`config.mk`:
```
export PLATFORM = sky130hd
export DESIGN_NAME = ring_relay_node
export DESIGN_NICKNAME = d
export VERILOG_FILES = /design/src/rtl/ring_relay_pkg.sv /design/src/rtl/ring_relay_counter.sv /design/src/rtl/ring_relay_master.sv /design/src/rtl/ring_relay_fwd.sv /design/src/rtl/ring_relay_node.sv
export SDC_FILE = /design/constraint.sdc
export NUM_CORES = 1
export LEC_CHECK = 0
export BUFFER_PORTS_ARGS = -buffer_cell sky130_fd_sc_hd__buf_2
export CELL_PAD_IN_SITES_DETAIL_PLACEMENT = 0
export CELL_PAD_IN_SITES_GLOBAL_PLACEMENT = 1
export CORE_UTILIZATION = 36
export DETAILED_ROUTE_END_ITERATION = 12
export PLACE_DENSITY = 0.81
export SYNTH_ARGS = -nofsm -noshare
export SYNTH_HDL_FRONTEND = slang
export SYNTH_SLANG_ARGS = --single-unit
export TNS_END_PERCENT = 30
```
`constraint.sdc`:
```
create_clock -name clk -period 3.45 [get_ports clk]
set_clock_uncertainty 0.05 [all_clocks]
set_input_delay 0.5175 -clock clk [delete_from_list [all_inputs] [get_ports clk]]
set_output_delay 0.5175 -clock clk [all_outputs]
set_load 0.05 [all_outputs]
```
`src/rtl/ring_relay_pkg.sv`:
```
package ring_relay_pkg;

    typedef enum logic [2:0] {
        M_IDLE,
        M_SEND_UP,
        M_DRAIN_UP,
        M_SEND_DN,
        M_DRAIN_DN
    } master_state_e;

    typedef enum logic [1:0] {
        F_IDLE,
        F_UP,
        F_DN
    } fwd_state_e;

    localparam logic DIR_UPWARD   = 1'b0;
    localparam logic DIR_DOWNWARD = 1'b1;

endpackage

```
`src/rtl/ring_relay_counter.sv`:
```
module ring_relay_counter #(
    parameter int W = 10
) (
    input  logic         clk,
    input  logic         rst_n,
    input  logic         clr,
    input  logic         inc,
    output logic [W-1:0] count
);
    always_ff @(posedge clk or negedge rst_n) begin
        if (!rst_n)      count <= '0;
        else if (clr)    count <= '0;
        else if (inc)    count <= count + 1'b1;
    end
endmodule

```
`src/rtl/ring_relay_master.sv`:
```
module ring_relay_master
    import ring_relay_pkg::*;
#(
    parameter int DATA_W = 16,
    parameter int CNT_W  = 10
) (
    input  logic              clk,
    input  logic              rst_n,
    input  logic              enable,
    input  logic              start,
    input  logic              src_valid,
    input  logic [DATA_W-1:0] src_data,
    input  logic              src_last,
    output logic              src_ready,
    input  logic              lo_in_valid,
    input  logic              up_in_valid,
    output logic              up_out_valid,
    output logic [DATA_W-1:0] up_out_data,
    output logic              up_out_last,
    output logic              lo_out_valid,
    output logic [DATA_W-1:0] lo_out_data,
    output logic              lo_out_last,
    output logic              phase_done,
    output logic              round_done
);
    master_state_e state, nxt;
    logic [CNT_W-1:0] sent_cnt, back_cnt;
    logic accept, back_valid, balanced, cnt_clr, in_up, in_dn;

    assign in_up      = (state == M_SEND_UP) || (state == M_DRAIN_UP);
    assign in_dn      = (state == M_SEND_DN) || (state == M_DRAIN_DN);
    assign src_ready  = (state == M_SEND_UP) || (state == M_SEND_DN);
    assign accept     = src_valid && src_ready;
    assign back_valid = (in_up && lo_in_valid) || (in_dn && up_in_valid);
    assign balanced   = (sent_cnt == back_cnt);

    ring_relay_counter #(.W(CNT_W)) u_sent (
        .clk(clk), .rst_n(rst_n), .clr(cnt_clr), .inc(accept), .count(sent_cnt));
    ring_relay_counter #(.W(CNT_W)) u_back (
        .clk(clk), .rst_n(rst_n), .clr(cnt_clr), .inc(back_valid), .count(back_cnt));

    always_comb begin
        nxt = state;
        unique case (state)
            M_IDLE:     if (enable && start)       nxt = M_SEND_UP;
            M_SEND_UP:  if (accept && src_last)    nxt = M_DRAIN_UP;
            M_DRAIN_UP: if (balanced)              nxt = M_SEND_DN;
            M_SEND_DN:  if (accept && src_last)    nxt = M_DRAIN_DN;
            M_DRAIN_DN: if (balanced)              nxt = M_IDLE;
            default:                               nxt = M_IDLE;
        endcase
    end

    assign cnt_clr    = ((state == M_IDLE) && (nxt == M_SEND_UP)) ||
                        ((state == M_DRAIN_UP) && balanced);
    assign phase_done = ((state == M_DRAIN_UP) || (state == M_DRAIN_DN)) && balanced;
    assign round_done = (state == M_DRAIN_DN) && balanced;

    always_ff @(posedge clk or negedge rst_n) begin
        if (!rst_n) state <= M_IDLE;
        else        state <= nxt;
    end

    always_ff @(posedge clk or negedge rst_n) begin
        if (!rst_n) begin
            up_out_valid <= 1'b0;
            up_out_data  <= '0;
            up_out_last  <= 1'b0;
            lo_out_valid <= 1'b0;
            lo_out_data  <= '0;
            lo_out_last  <= 1'b0;
        end else begin
            up_out_valid <= accept && (state == M_SEND_UP);
            up_out_data  <= src_data;
            up_out_last  <= src_last;
            lo_out_valid <= accept && (state == M_SEND_DN);
            lo_out_data  <= src_data;
            lo_out_last  <= src_last;
        end
    end

    // the lower port stays quiet during the upward phase
    p_up_phase_lower_quiet_r2: assert property (@(posedge clk) disable iff (!rst_n)
        in_up |=> !lo_out_valid);
    // words never return faster than they were sent
    p_back_not_above_sent_r5: assert property (@(posedge clk) disable iff (!rst_n)
        back_cnt <= sent_cnt);
    // readiness drops once the last source word is taken
    p_last_ends_send_r6: assert property (@(posedge clk) disable iff (!rst_n)
        (src_valid && src_ready && src_last) |=> !src_ready);
    // round completion only together with a phase completion
    p_round_with_phase_r7: assert property (@(posedge clk) disable iff (!rst_n)
        round_done |-> phase_done);
endmodule

```
`src/rtl/ring_relay_fwd.sv`:
```
module ring_relay_fwd
    import ring_relay_pkg::*;
#(
    parameter int DATA_W = 16
) (
    input  logic              clk,
    input  logic              rst_n,
    input  logic              enable,
    input  logic              up_in_valid,
    input  logic [DATA_W-1:0] up_in_data,
    input  logic              up_in_last,
    input  logic              lo_in_valid,
    input  logic [DATA_W-1:0] lo_in_data,
    input  logic              lo_in_last,
    output logic              up_out_valid,
    output logic [DATA_W-1:0] up_out_data,
    output logic              up_out_last,
    output logic              lo_out_valid,
    output logic [DATA_W-1:0] lo_out_data,
    output logic              lo_out_last,
    output logic              rx_valid,
    output logic [DATA_W-1:0] rx_data,
    output logic              rx_dir,
    output logic              proto_err
);
    fwd_state_e state, nxt;
    logic take_lo, take_up, clash, lo_v, up_v;

    assign lo_v = enable && lo_in_valid;
    assign up_v = enable && up_in_valid;

    always_comb begin
        nxt     = state;
        take_lo = 1'b0;
        take_up = 1'b0;
        clash   = 1'b0;
        unique case (state)
            F_IDLE: begin
                if (lo_v) begin
                    take_lo = 1'b1;
                    clash   = up_v;
                    if (!lo_in_last) nxt = F_UP;
                end else if (up_v) begin
                    take_up = 1'b1;
                    if (!up_in_last) nxt = F_DN;
                end
            end
            F_UP: begin
                take_lo = lo_v;
                clash   = up_v;
                if (lo_v && lo_in_last) nxt = F_IDLE;
            end
            F_DN: begin
                take_up = up_v;
                clash   = lo_v;
                if (up_v && up_in_last) nxt = F_IDLE;
            end
            default: nxt = F_IDLE;
        endcase
    end

    always_ff @(posedge clk or negedge rst_n) begin
        if (!rst_n) state <= F_IDLE;
        else        state <= nxt;
    end

    always_ff @(posedge clk or negedge rst_n) begin
        if (!rst_n) begin
            up_out_valid <= 1'b0;
            up_out_data  <= '0;
            up_out_last  <= 1'b0;
            lo_out_valid <= 1'b0;
            lo_out_data  <= '0;
            lo_out_last  <= 1'b0;
            rx_valid     <= 1'b0;
            rx_data      <= '0;
            rx_dir       <= DIR_UPWARD;
            proto_err    <= 1'b0;
        end else begin
            up_out_valid <= take_lo;
            up_out_data  <= lo_in_data;
            up_out_last  <= lo_in_last;
            lo_out_valid <= take_up;
            lo_out_data  <= up_in_data;
            lo_out_last  <= up_in_last;
            rx_valid     <= take_lo || take_up;
            rx_data      <= take_lo ? lo_in_data : up_in_data;
            rx_dir       <= take_lo ? DIR_UPWARD : DIR_DOWNWARD;
            proto_err    <= clash;
        end
    end

    // a lower-port word in the upward or idle state leaves on the upper port next cycle
    p_lower_to_upper_r3: assert property (@(posedge clk) disable iff (!rst_n)
        (lo_v && state != F_DN) |=> (up_out_valid && up_out_data == $past(lo_in_data)));
    // nothing goes downward while the upward direction is active
    p_up_state_blocks_down_r9: assert property (@(posedge clk) disable iff (!rst_n)
        (state == F_UP) |=> !lo_out_valid);
    // nothing goes upward while the downward direction is active
    p_dn_state_blocks_up_r9: assert property (@(posedge clk) disable iff (!rst_n)
        (state == F_DN) |=> !up_out_valid);
endmodule

```
`src/rtl/ring_relay_node.sv`:
```
module ring_relay_node #(
    parameter int DATA_W = 16,
    parameter int CNT_W  = 10
) (
    input  logic              clk,
    input  logic              rst_n,
    input  logic              is_master,
    input  logic              start,
    input  logic              src_valid,
    input  logic [DATA_W-1:0] src_data,
    input  logic              src_last,
    output logic              src_ready,
    input  logic              up_in_valid,
    input  logic [DATA_W-1:0] up_in_data,
    input  logic              up_in_last,
    output logic              up_out_valid,
    output logic [DATA_W-1:0] up_out_data,
    output logic              up_out_last,
    input  logic              lo_in_valid,
    input  logic [DATA_W-1:0] lo_in_data,
    input  logic              lo_in_last,
    output logic              lo_out_valid,
    output logic [DATA_W-1:0] lo_out_data,
    output logic              lo_out_last,
    output logic              rx_valid,
    output logic [DATA_W-1:0] rx_data,
    output logic              rx_dir,
    output logic              phase_done,
    output logic              round_done,
    output logic              proto_err
);
    logic              m_up_v, m_up_l, m_lo_v, m_lo_l;
    logic [DATA_W-1:0] m_up_d, m_lo_d;
    logic              f_up_v, f_up_l, f_lo_v, f_lo_l;
    logic [DATA_W-1:0] f_up_d, f_lo_d;
    logic              f_rx_v, f_rx_dir, f_err;
    logic [DATA_W-1:0] f_rx_d;

    ring_relay_master #(.DATA_W(DATA_W), .CNT_W(CNT_W)) u_master (
        .clk(clk), .rst_n(rst_n), .enable(is_master), .start(start),
        .src_valid(src_valid), .src_data(src_data), .src_last(src_last),
        .src_ready(src_ready),
        .lo_in_valid(lo_in_valid), .up_in_valid(up_in_valid),
        .up_out_valid(m_up_v), .up_out_data(m_up_d), .up_out_last(m_up_l),
        .lo_out_valid(m_lo_v), .lo_out_data(m_lo_d), .lo_out_last(m_lo_l),
        .phase_done(phase_done), .round_done(round_done));

    ring_relay_fwd #(.DATA_W(DATA_W)) u_fwd (
        .clk(clk), .rst_n(rst_n), .enable(!is_master),
        .up_in_valid(up_in_valid), .up_in_data(up_in_data), .up_in_last(up_in_last),
        .lo_in_valid(lo_in_valid), .lo_in_data(lo_in_data), .lo_in_last(lo_in_last),
        .up_out_valid(f_up_v), .up_out_data(f_up_d), .up_out_last(f_up_l),
        .lo_out_valid(f_lo_v), .lo_out_data(f_lo_d), .lo_out_last(f_lo_l),
        .rx_valid(f_rx_v), .rx_data(f_rx_d), .rx_dir(f_rx_dir), .proto_err(f_err));

    assign up_out_valid = is_master ? m_up_v : f_up_v;
    assign up_out_data  = is_master ? m_up_d : f_up_d;
    assign up_out_last  = is_master ? m_up_l : f_up_l;
    assign lo_out_valid = is_master ? m_lo_v : f_lo_v;
    assign lo_out_data  = is_master ? m_lo_d : f_lo_d;
    assign lo_out_last  = is_master ? m_lo_l : f_lo_l;
    assign rx_valid     = f_rx_v && !is_master;
    assign rx_data      = f_rx_d;
    assign rx_dir       = f_rx_dir;
    assign proto_err    = f_err && !is_master;
endmodule

```
Yosys cells after proc, flatten, opt, wreduce, memory -nomap -nowiden. Index checks and enable logic that the tools add are counted.

Add/subtract/negate cells: 2. Eq/ne operators: 13. Multiplexer cells: 32. Reduce and logical (&&, ||, !) cells: 30.

Operator list (number): two-way mux 16 bit (3); two-way mux 10 bit (4); adder 10 x 1 -> 10 bit, second input constant (2); logical AND 1 bit (17); two-way mux 3 bit (5); case mux 3 bit (5 select lines) (1); two-way mux 2 bit (6); == test 10 bit (1); two-way mux 1 bit (9); logical OR 1 bit (7); == test 3 x 1 -> 1 bit, second input constant (2); == test 3 x 2 -> 1 bit, second input constant (2); case mux 2 bit (3 select lines) (1); AND reduction 5 bit (1); inequality test 2 x 1 -> 1 bit, second input constant (2); case mux 1 bit (2 select lines) (2); nonzero test 2 bit (2); == test 3 bit, second input constant (1); zero test 3 bit (1); inequality test 3 x 1 -> 1 bit, second input constant (1); inequality test 3 x 2 -> 1 bit, second input constant (1); inequality test 3 bit, second input constant (1); case mux 1 bit (3 select lines) (1); == test 2 x 1 -> 1 bit, second input constant (1); other kinds (3) (3).

Bits in registers: 99. Input bits: 58. Output and inout bits: 58. Word-level logic and storage cells: 95.

Longest topological paths before layout.
Depth after elaboration: 10. Depth in mapped cells: 6. Depth with buffers taken out: 6.

By module. A second synthesis with hierarchy kept.

Cells, all modules: 309. Area, all modules: 4186.5 um^2.

By module, submodules not included: ring_relay_fwd (times used 1, cells an instance 90, area each 1759.2 um^2, sequential area each 1426.4 um^2); ring_relay_counter (times used 2, cells an instance 47, area each 495.5 um^2, sequential area each 250.2 um^2); ring_relay_master (times used 1, cells an instance 82, area each 950.9 um^2, sequential area each 550.5 um^2); ring_relay_node (times used 1, cells an instance 43, area each 485.5 um^2, sequential area each 0.0 um^2).

Worst setup path after synthesis. No wires, ideal clock.

Path kind: register to output. Start point: reg u_master.u_sent.count[3]. End point: out phase_done. Data arrival time: 2.300 ns. Data required time: 2.882 ns. Slack: 0.582 ns. Cell stages (with the launch flop): 5. Path buffers: 0. Cell sequence: dfrtp_1 xor2_1 nor4_1 nand4_1 a211oi_1.

Word-level cells in the longest chain between the ends: 2.

RTL lines: from (decl) (RTL line ring_relay_counter.sv:8) `output logic [W-1:0] count`; from (signal assigned) (RTL line ring_relay_counter.sv:13) `else if (inc) count <= count + 1'b1;`; == test 10 bit (RTL line ring_relay_master.sv:35) `assign balanced = (sent_cnt == back_cnt);`; logical AND 1 bit (RTL line ring_relay_master.sv:56) `assign phase_done = ((state == M_DRAIN_UP) || (state == M_DRAIN_DN)) && balanced;`; to (decl) (RTL line ring_relay_node.sv:28) `output logic phase_done,`.

Every way passes these cells.

Worst setup path in the final report. Same ends and word-level chain as after synthesis.

==> results.sh <==
export IMPL_final_common_cell="buf_2"
export IMPL_antenna_cells=0
export IMPL_r2r_end="u_master.u_back.count[1]"
export IMPL_fin_ws_ns=0.700
export IMPL_worstPathCellList="xor2_1 -> nor4_1 -> nand4_1 -> a211oi_1 -> buf_2"
export IMPL_grt_max_degree=73
export IMPL_syn2layout_area_growth_pct=22.8
export IMPL_reg2reg_depth=5
export IMPL_hold_viol=0
export IMPL_pre_cts_ws_ns=0.991
export IMPL_cts_tree="yes"
export IMPL_ys_types=36
export IMPL_cts_setup_buffers=0
export IMPL_cp_arrival_ns=2.18
export IMPL_path_clk_slew_ns=0.10
export IMPL_fmax_mhz=364
export IMPL_fin_nets=512
export IMPL_clk_latency_ns=0.35
export IMPL_place_congestion=0.789
export IMPL_die_y_um=106
export IMPL_drt_wl_total_mm=8.02
export IMPL_maxSlewViolCount=0
export IMPL_rsz0062_at_grt="false"
export IMPL_syn_area_per_cell_um2=11.7
export IMPL_hold_class="primary input to async pin"
export IMPL_finalCritPeriodShare_pct=79.7
export IMPL_cp_start_kind="register"
export IMPL_fin_crit_ns=2.75
export IMPL_die_w_um=106
export IMPL_layout_drive_gt1_share_pct=35.0
export IMPL_root_buffer="clkbuf_8"
export IMPL_layout_common_cells="114 x buf_2, 99 x dfrtp_1, 36 x o21ai_0, 36 x inv_1, 29 x nor2_1"
export IMPL_power_frac_clock_pct=24.1
export IMPL_setup_viol=0
export IMPL_dpl_hpwl_mm=5.82
export IMPL_startpoint="u_master.u_sent.count[3]"
export IMPL_crit_path_end="phase_done"
export IMPL_status="finished clean"
export IMPL_p_per_area_mw_per_mm2=597
export IMPL_avgViaCountPerCell=4.59
export IMPL_timing_rr_start="u_master.u_sent.count[3]"
export IMPL_r2r_slack_ns=1.10
export IMPL_critPathKind="register to output pin"
export IMPL_syn_nets=394
export IMPL_hold_buffers=0
export IMPL_slowest_delay_ns=0.44
export IMPL_drc=0
export IMPL_syn_area_mm2=0.00391
export IMPL_core_area_mm2=0.0104
export IMPL_antenna_found_initial=0
export IMPL_max_cap_violations=0
export IMPL_n_fill_cell=976
export IMPL_cts_max_level=3
export IMPL_yosysSeqAreaShare_pct=63.4
export IMPL_tns_ns=0
export IMPL_grt_usage_pct=15.2
export IMPL_cts_buffers=9
export IMPL_p_int_mw=1.81
export IMPL_p_switching_mw=1.05
export IMPL_slew_limit_headroom_pct=37.7
export IMPL_critPathSlowestCell="dfrtp_1"
export IMPL_yosysWarnings=0
export IMPL_first_iter_violations=177
export IMPL_vdd_ir_drop_worst_v=0.000337
export IMPL_tightest_slew_ns=0.935
export IMPL_cts_resized_gates=0
export IMPL_antenna_left=0
export IMPL_holdWs_ns=0.199
export IMPL_yosys_register_bits=99
export IMPL_pwr_share_seq_pct=48.6
export IMPL_clock_sinks=99
export IMPL_combPwrFrac_pct=27.3
export IMPL_first_pass_iters=4
export IMPL_end_kind="output pin"
export IMPL_required_ns=2.88
export IMPL_vias=2721
export IMPL_grt_pass1_vias=2609
export IMPL_port_buffers=115
export IMPL_fp_dieArea_mm2=0.0113
export IMPL_utilization_pct=46.1
export IMPL_critPathMaxFanout=4
export IMPL_grt_first_pass_wirelength_mm=13.1
export IMPL_clock_path_buffers=2
export IMPL_io_pins=116
export IMPL_post_drt_wl_per_cell_um=13.5
export IMPL_grt_overflow=0
export IMPL_power_leakage_nw=2.42
export IMPL_rows=37
export IMPL_start_util_pct=37.5
export IMPL_swShare_pct=36.7
export IMPL_syn_inst=334
==> through the flow <==
stage / cell area (µm²) / cells / power, mW
after floorplan: 3910 / 334 / 2.01
after global placement: 4620 / 577 / 2.19
after detailed placement: 4620 / 577 / 2.21
after CTS: 4800 / 593 / 2.91
after global routing: 4800 / 593 / 3.05
final: 4800 / 593 / 2.86
==> critical path: cells and delay by family (launching register included) <==
kind / cells / cell delay, ns
buffers and inverters: 1 / 0.30
DFF: 1 / 0.44
and+or+nand+nor: 2 / 0.61
AOI/OAI and AO/OA: 1 / 0.30
xor gates and xnor gates: 1 / 0.18
==> sequential cells by signal, summed over array words and instances, names as in the netlist, 2 cells and up <==
| register | count |
|---|---|
| u_master.up_out_data | 16 |
| u_master.u_back.count | 10 |
| u_fwd.state | 2 |
| u_fwd.up_out_data | 16 |
| u_master.u_sent.count | 10 |
| u_fwd.lo_out_data | 16 |
| u_master.state | 3 |
| u_fwd.rx_data | 16 |
==> worst min-delay path by stage <==
stage	start	end	slack, ns	depth (start not counted)
3_3_place_gp	u_fwd.state[1]	u_fwd.state[0]	0.43	1
3_5_place_dp	u_fwd.state[1]	u_fwd.state[0]	0.44	1
5_1_grt	src_data[15]	u_master.up_out_data[15]	0.17	1
2_1_floorplan	rst_n	u_fwd.lo_out_data[0]	0.17	0
4_1_cts	src_data[15]	u_master.up_out_data[15]	0.18	1
6_report	rst_n	u_master.up_out_data[0]	0.20	1
==> layer usage <==
metal  GRT usage [%]  wire, µm  vias up  part of all wire (%)
li1                -         -     1319                     -
met1            20.9      3790     1310                    47
met2            23.4      3650       87                    45
met3            4.05       518        5                   6.5
met4            4.76        60        0                  0.75
met5               0         0        -                     0
==> area by class of cell <==
type | instances | area, µm² | area share [%]
Clock inverter | 6 | 46.3 | 0.965
Sequential cell | 99 | 2480 | 51.6
Timing Repair Buffer | 117 | 593 | 12.4
Clock buffer | 10 | 138 | 2.87
Inverter | 37 | 139 | 2.89
Tap cell | 136 | 170 | 3.55
Multi-Input combinational cell | 188 | 1240 | 25.8
==> cell usage after synthesis <==
library cell | number | area share [%]
dfrtp_1 | 99 | 63
inv_1 | 36 | 3.5
o21ai_0 | 36 | 4.6
nor2_1 | 29 | 2.8
nand2_1 | 25 | 2.4
mux2_2 | 19 | 5.5
xnor2_1 | 15 | 3.4
xor2_1 | 13 | 2.9
nand3_1 | 9 | 1.2
clkbuf_1 | 6 | 0.58
nor2b_1 | 6 | 0.96
nor3_1 | 6 | 0.77
a211oi_1 | 3 | 0.58
nand2b_1 | 3 | 0.48
nand4_1 | 3 | 0.48
and3_1 | 2 | 0.32
buf_6 | 2 | 0.58
ha_1 | 2 | 0.64
nor4_1 | 2 | 0.32
nor4b_2 | 2 | 0.77
a211oi_4 | 1 | 0.51
a21o_1 | 1 | 0.19
a21oi_1 | 1 | 0.13
a22o_1 | 1 | 0.22
a311oi_1 | 1 | 0.22
and4bb_2 | 1 | 0.32
and4bb_4 | 1 | 0.42
buf_2 | 1 | 0.13
buf_4 | 1 | 0.19
inv_2 | 1 | 0.096
mux2i_1 | 1 | 0.26
nand3b_2 | 1 | 0.29
nor3b_1 | 1 | 0.19
o22ai_1 | 1 | 0.16
o31ai_4 | 1 | 0.54
or3_1 | 1 | 0.16
==> kinds of logic after synthesis <==
family                   Yosys count  share of synthesized area [%]
adder cells (fa/ha/maj)            2                          0.640
AND/OR/NAND/NOR                   92                           11.8
buffers and inverters             47                           5.02
XOR/XNOR                          28                           6.27
flip-flops                        99                           63.4
multiplexers                      20                           5.73
AO/OA/AOI/OAI                     46                           7.17
==> power by group through the flow <==
stage	logic [mW]	registers [mW]	clock network, mW
2_1_floorplan	0.574	1.44	0
3_3_place_gp	0.780	1.41	0
3_5_place_dp	0.792	1.42	0
4_1_cts	0.795	1.39	0.720
5_1_grt	0.863	1.41	0.774
6_report	0.782	1.39	0.689
Note: power is estimated with default switching activity, not from simulation.
